--- config.mk ---
export PLATFORM = sky130hd
export DESIGN_NAME = bitctl_core
export DESIGN_NICKNAME = d
export VERILOG_FILES = /design/src/rtl/bitctl_pkg.sv /design/src/rtl/bitctl_decode.sv /design/src/rtl/bitctl_lu.sv /design/src/rtl/bitctl_flags.sv /design/src/rtl/bitctl_core.sv
export SDC_FILE = /design/constraint.sdc
export NUM_CORES = 1
export LEC_CHECK = 0
export BUFFER_PORTS_ARGS = -buffer_cell sky130_fd_sc_hd__buf_2
export CAP_MARGIN = 20
export CORE_AREA = 2 2 39 41
export CTS_CLUSTER_SIZE = 25
export DETAILED_ROUTE_END_ITERATION = 10
export DIE_AREA = 0 0 41 43
export GPL_TIMING_DRIVEN = 1
export SYNTH_ARGS = -nofsm -noshare
export SYNTH_HDL_FRONTEND = slang
export SYNTH_SLANG_ARGS = --single-unit
--- constraint.sdc ---
create_clock -name clk -period 3.2 [get_ports clk]
set_input_delay 0.48 -clock clk [delete_from_list [all_inputs] [get_ports clk]]
set_output_delay 0.48 -clock clk [all_outputs]
set_load 0.01 [all_outputs]
--- src/rtl/bitctl_pkg.sv ---
package bitctl_pkg;
  localparam int OPW = 4;

  typedef enum logic [OPW-1:0] {
    OP_MARK_O    = 4'd0,
    OP_LOAD      = 4'd1,
    OP_LOAD_INV  = 4'd2,
    OP_AND       = 4'd3,
    OP_AND_INV   = 4'd4,
    OP_OR        = 4'd5,
    OP_OR_INV    = 4'd6,
    OP_XNOR      = 4'd7,
    OP_STORE     = 4'd8,
    OP_STORE_INV = 4'd9,
    OP_IN_EN     = 4'd10,
    OP_OUT_EN    = 4'd11,
    OP_JUMP      = 4'd12,
    OP_RETURN    = 4'd13,
    OP_SKIP_Z    = 4'd14,
    OP_MARK_F    = 4'd15
  } op_e;

  typedef struct packed {
    op_e  op;
    logic rr_wr;
    logic store;
    logic store_inv;
    logic set_ien;
    logic set_oen;
    logic jump;
    logic ret;
    logic mark_o;
    logic mark_f;
    logic skip_always;
    logic skip_if_zero;
  } ctl_t;
endpackage

--- src/rtl/bitctl_decode.sv ---
module bitctl_decode
  import bitctl_pkg::*;
#(
  parameter int W = OPW
) (
  input  logic [W-1:0] pins_i,
  input  logic         squash_i,
  output ctl_t         ctl_o
);
  logic [W-1:0] op_bits;

  for (genvar i = 0; i < W; i++) begin : g_rev
    assign op_bits[i] = pins_i[W-1-i];
  end

  always_comb begin
    ctl_o    = '0;
    ctl_o.op = op_e'(op_bits);
    if (!squash_i) begin
      unique case (op_e'(op_bits))
        OP_MARK_O:    ctl_o.mark_o       = 1'b1;
        OP_LOAD, OP_LOAD_INV, OP_AND, OP_AND_INV,
        OP_OR, OP_OR_INV, OP_XNOR:
                      ctl_o.rr_wr        = 1'b1;
        OP_STORE:     ctl_o.store        = 1'b1;
        OP_STORE_INV: ctl_o.store_inv    = 1'b1;
        OP_IN_EN:     ctl_o.set_ien      = 1'b1;
        OP_OUT_EN:    ctl_o.set_oen      = 1'b1;
        OP_JUMP:      ctl_o.jump         = 1'b1;
        OP_RETURN: begin
                      ctl_o.ret          = 1'b1;
                      ctl_o.skip_always  = 1'b1;
        end
        OP_SKIP_Z:    ctl_o.skip_if_zero = 1'b1;
        OP_MARK_F:    ctl_o.mark_f       = 1'b1;
        default:      ctl_o.mark_o       = 1'b0;
      endcase
    end
  end
endmodule

--- src/rtl/bitctl_lu.sv ---
module bitctl_lu
  import bitctl_pkg::*;
(
  input  op_e  fn_i,
  input  logic rr_i,
  input  logic bit_i,
  output logic rr_o
);
  always_comb begin
    unique case (fn_i)
      OP_LOAD:     rr_o = bit_i;
      OP_LOAD_INV: rr_o = ~bit_i;
      OP_AND:      rr_o = rr_i & bit_i;
      OP_AND_INV:  rr_o = rr_i & ~bit_i;
      OP_OR:       rr_o = rr_i | bit_i;
      OP_OR_INV:   rr_o = rr_i | ~bit_i;
      OP_XNOR:     rr_o = ~(rr_i ^ bit_i);
      default:     rr_o = rr_i;
    endcase
  end
endmodule

--- src/rtl/bitctl_flags.sv ---
module bitctl_flags
  import bitctl_pkg::*;
(
  input  logic clk,
  input  logic rst,
  input  ctl_t ctl_i,
  output logic jump_o,
  output logic ret_o,
  output logic flago_o,
  output logic flagf_o
);
  always_ff @(negedge clk) begin
    if (rst) begin
      jump_o  <= 1'b0;
      ret_o   <= 1'b0;
      flago_o <= 1'b0;
      flagf_o <= 1'b0;
    end else begin
      jump_o  <= ctl_i.jump;
      ret_o   <= ctl_i.ret;
      flago_o <= ctl_i.mark_o;
      flagf_o <= ctl_i.mark_f;
    end
  end

  AST_FLAGS_ONEHOT: assert property (@(negedge clk) disable iff (rst)
    $onehot0({jump_o, ret_o, flago_o, flagf_o}));
endmodule

--- src/rtl/bitctl_core.sv ---
module bitctl_core
  import bitctl_pkg::*;
#(
  parameter int W = OPW
) (
  input  logic         clk,
  input  logic         rst,
  input  logic [W-1:0] instr_pins_i,
  input  logic         data_i,
  output logic         data_o,
  output logic         wr_o,
  output logic         jump_o,
  output logic         ret_o,
  output logic         flago_o,
  output logic         flagf_o
);
  logic rr_q, ien_q, oen_q, skip_q;
  logic rr_nxt, bit_rd;
  ctl_t ctl;

  assign bit_rd = ien_q & data_i;

  bitctl_decode #(.W(W)) u_dec (
    .pins_i   (instr_pins_i),
    .squash_i (skip_q),
    .ctl_o    (ctl)
  );

  bitctl_lu u_lu (
    .fn_i  (ctl.op),
    .rr_i  (rr_q),
    .bit_i (bit_rd),
    .rr_o  (rr_nxt)
  );

  bitctl_flags u_flags (
    .clk     (clk),
    .rst     (rst),
    .ctl_i   (ctl),
    .jump_o  (jump_o),
    .ret_o   (ret_o),
    .flago_o (flago_o),
    .flagf_o (flagf_o)
  );

  always_ff @(negedge clk) begin
    if (rst) begin
      rr_q   <= 1'b0;
      ien_q  <= 1'b0;
      oen_q  <= 1'b0;
      skip_q <= 1'b0;
      data_o <= 1'b0;
      wr_o   <= 1'b0;
    end else begin
      skip_q <= ctl.skip_always | (ctl.skip_if_zero & ~rr_q);
      wr_o   <= 1'b0;
      if (ctl.rr_wr)   rr_q  <= rr_nxt;
      if (ctl.set_ien) ien_q <= data_i;
      if (ctl.set_oen) oen_q <= data_i;
      if ((ctl.store | ctl.store_inv) & oen_q) begin
        data_o <= rr_q ^ ctl.store_inv;
        wr_o   <= 1'b1;
      end
    end
  end

  AST_SKIP_SILENT: assert property (@(negedge clk) disable iff (rst)
    skip_q |=> !(wr_o || jump_o || ret_o || flago_o || flagf_o));
  AST_SKIP_RR_HOLD: assert property (@(negedge clk) disable iff (rst)
    skip_q |=> $stable(rr_q));
  AST_WR_NEEDS_OEN: assert property (@(negedge clk) disable iff (rst)
    wr_o |-> $past(oen_q));
  AST_DOUT_HOLD: assert property (@(negedge clk) disable iff (rst)
    !wr_o |-> $stable(data_o));
  AST_RET_ARMS_SKIP: assert property (@(negedge clk) disable iff (rst)
    ret_o |-> skip_q);
endmodule

# [Word level (Yosys, flattened, before mapping)]
# Index checks and enable logic that the tools add are counted.
[totals] ff_bits=10 input_bits=7 ramBits=0 out_inout_bits=6 rom_bits=0 n_memories=0 word_cells=57 latch_bits=0
[op_classes] div=0 magnitude_cmp=0 mul=0 n_mux=13 n_shift=0 bitwise=14 reduce_logical=5 n_eq_ne=15 add_sub_neg=0
[op_table] op="4-bit equality test, second input constant" n=8
[op_table] op="4-bit by 3-bit equality test with 1-bit output, second input constant" n=4
[op_table] op="1-bit two-way mux" n=11
[op_table] op="11-bit two-way mux" n=1
[op_table] op="4-bit by 2-bit equality test with 1-bit output, second input constant" n=2
[op_table] op="1-bit one-hot mux with 7 select lines" n=1
[op_table] op="7-bit nonzero test" n=1
[op_table] op="7-bit OR reduction" n=1
[op_table] op="1-bit bitwise AND" n=5
[op_table] op="4-bit by 1-bit equality test with 1-bit output, second input constant" n=1
[op_table] op="4-bit logical NOT" n=1
[op_table] op="1-bit bitwise OR" n=4
[op_table] op="1-bit NOT" n=3
[op_table] op="2-bit AND reduction" n=1
[op_table] op="2-bit OR reduction" n=1
[op_table] op="1-bit XOR" n=2

# [Longest topological paths before layout]
[depth] word_depth=7 mapped_depth=4 mapped_depth_nobuf=3

# [Modules after synthesis]
# Synthesis repeated with hierarchy kept, for this count alone.
[unflattened] cells_unflattened=63 hier_area_um2=530.5
[by_module_without_submodules] mod="bitctl_core" area_each_um2=225.2 n_inst=1 seq_area_each_um2=120.1 cells_per_inst=23
[by_module_without_submodules] mod="bitctl_decode" area_each_um2=133.9 n_inst=1 seq_area_each_um2=0.0 cells_per_inst=22
[by_module_without_submodules] mod="bitctl_flags" area_each_um2=108.9 n_inst=1 seq_area_each_um2=80.1 cells_per_inst=9
[by_module_without_submodules] mod="bitctl_lu" area_each_um2=62.6 n_inst=1 seq_area_each_um2=0.0 cells_per_inst=9

==> qor.yml <==
grt:
  grt_pass1_wl_um: 1738
  grt.total_usage_pct: 14.67
  grt_start_max_net_pins: 13
  grt_pass1_vias: 465
  antenna_found_initial: 0
  grt-ovfl-total: 0
worst_setup_path:
  critical_path_required_ns: 2.72
  r2r_slack_ns: 2.00
  crit_family: "flip-flops"
  r2r-end: "rr_q"
  r2r_cells: 3
  r2r-start: "skip_q"
  end_kind: "primary output"
  critPathBufInv: 1
  worst-setup-path-type: "flip-flop to primary output"
  worstPathArrival_ns: 2.37
  start_kind: "flip-flop"
  worst_path_max_delay_cell: "dfxtp_1"
  cpPeakStageDelay_ns: 0.31
  crit_chain: "buf_2"
  cp_max_fo: 2
detailed_routing:
  remaining_drc_errors: 0
  totalWireLength_um: 1026
  via_per_inst: 5.170
  ant_nets: 0
  vias: 455
  routedWlPerCell_um: 11.66
  drt-initial-drc-count: 9
  first_pass_iters: 4
logic_synthesis:
  ys_warn_count: 0
  syn_inst: 48
  synth_edf_count: 0
  synthArstFlopShare_pct: 0
  avgSynthCellArea_um2: 9.931
  synth.distinct_cells: 26
  synth_fp_nets: 55
  synth_seq_cells: 10
  synthTopCellsByArea: "dfxtp_1 (42%), nor3b_2 (5.2%), buf_6 (4.7%), o32ai_1 (3.7%), xnor2_1 (3.7%)"
  netlist_area_um2: 476.7
  ys_seq_area_share_pct: 41.99
  synthTopCellsByCount: "dfxtp_1 (10), a21oi_1 (3), inv_1 (3), nand2_1 (3), nor2_1 (3)"
  synth_flop_cell: "dfxtp_1"
  synthMostInstantiatedCell: "dfxtp_1"
  netlist.area_leader.share_pct: 41.99
  yosysTopAreaCell: "dfxtp_1"
placement:
  port_buffers: 12
  gp_congestion: 0.8289
  place_ws_ns: 0.1586
  dpl.hpwl_um: 724.3
die:
  start_util_pct: 34.45
  coreArea_um2: 1384
  num_rows: 14
  io_pins: 13
  die_area_um2: 1763
  fp.dieW_um: 41
  die_h_um: 43
clock_tree:
  clock_sinks: 10
  cts_max_level: 1
  cts_tree: "yes"
  cts_resized: 0
  cts_buffers: 3
  cts.root.buffer_cell: "clkbuf_4"
  cts_setup_buffers: 0
  path_clk_slew_ns: 0.03
  ctsHoldBuffers: 0
  worstSkewPairLatency_ns: 0.34
  clockBufferDepth: 2
pwr:
  power.density_nw_per_um2: 500.8
  ir_worst_vdd_uv: 206.0
  p_total_w: 0.0003020
  p_leak_nw: 0.2811
timing:
  drv_slew: 0
  worst_slew_pin_slew_ns: 0.3254
  setup_ws_ns: 0.3513
  slew_headroom_pct: 78.24
  hold_viol: 0
  fin_skew_ns: 0.006809
  setup_viol: 0
  hold_ws_ns: 0.4949
  finalSetupTns_ns: 0
  grt_setup_unrepaired: "false"
worst_hold_path:
  whs_path_depth: 2
  hold_class: "flip-flop to flip-flop"
  whs_endpoint: "ien_q"
  hp-start: "ien_q"
job:
  maxCapViolCount: 0
final_layout:
  drive_gt1_share_pct: 30.56
  multiInputGateArea_um2: 242.7
  register_area_um2: 200.2
  area_growth_pct: 26.51
  utilization_pct: 43.58
  num_antenna_cells: 0
  fin_nets: 80
  nFillCells: 145
run_status:
  outcome: "finished clean"
## layout make-up
class,instances,area share (%)
Clock buffer,3,3.734
Sequential cell,10,33.20
Inverter,2,1.245
Tap cell,16,3.320
Multi-Input combinational cell,33,40.25
Clock inverter,11,7.054
Timing Repair Buffer,13,11.20
## through the flow
stage	std cells	instance area [um2]
CTS	88	603.1
global placement	75	541.8
global route	88	603.1
floorplan	48	476.7
finish	88	603.1
detailed placement	75	541.8
## registers in the layout, indices dropped and copies added, names as in the netlist
| name | cells |
|---|---|
| data_o | 1 |
| skip_q | 1 |
| u_flags.ret_o | 1 |
| u_flags.flago_o | 1 |
| oen_q | 1 |
| rr_q | 1 |
| u_flags.flagf_o | 1 |
| wr_o | 1 |
| u_flags.jump_o | 1 |
| ien_q | 1 |
## report_power, final
group | total, W | switching, W | internal, W
clock | 0.000141 | 0.0000793 | 0.0000620
sequential | 0.000130 | 0.00000233 | 0.000128
combinational | 0.0000303 | 0.0000173 | 0.0000130
## layer usage
layer | part of all wire (%) | vias to the layer above | global-route usage [%]
met5 | 0 | - | 0
met4 | 1.4 | 0 | 12.67
met3 | 6.5 | 2 | 7.330
li1 | - | 227 | -
met2 | 51 | 18 | 21.25
met1 | 41 | 208 | 14.52
## logic make-up (layout without fill, tap and decap cells)
family	count (synthesis)	count (layout)	share of synthesized area [%]
DFF	10	10	41.99
xor gates and xnor gates	2	2	3.675
AOI/OAI and AO/OA	13	13	22.57
and+or+nand+nor	18	18	24.67
buffers and inverters	5	29	7.086
## worst max-delay path by stage
stage | to | from | depth (start not counted) | slack, ns
2_1_floorplan | ien_q | instr_pins_i[1] | 3 | 0.37
3_3_place_gp | rr_q | instr_pins_i[0] | 4 | 0.19
3_5_place_dp | oen_q | instr_pins_i[1] | 4 | 0.16
4_1_cts | data_o | data_o | 1 | 0.34
5_1_grt | flago_o | u_flags.flago_o | 1 | 0.31
6_report | data_o | data_o | 1 | 0.35
## placed cells by master, fill, tap and decap left out, types with 2 or more instances in the layout
cell and count:
dfxtp_1 10, nand2_1 3, xnor2_1 2, inv_1 12
nor3b_2 2, nor2_1 3, clkbuf_4 3, nand4_1 2
buf_2 12, a21oi_1 3, o32ai_1 2
Note: power is estimated with default switching activity, not from simulation.
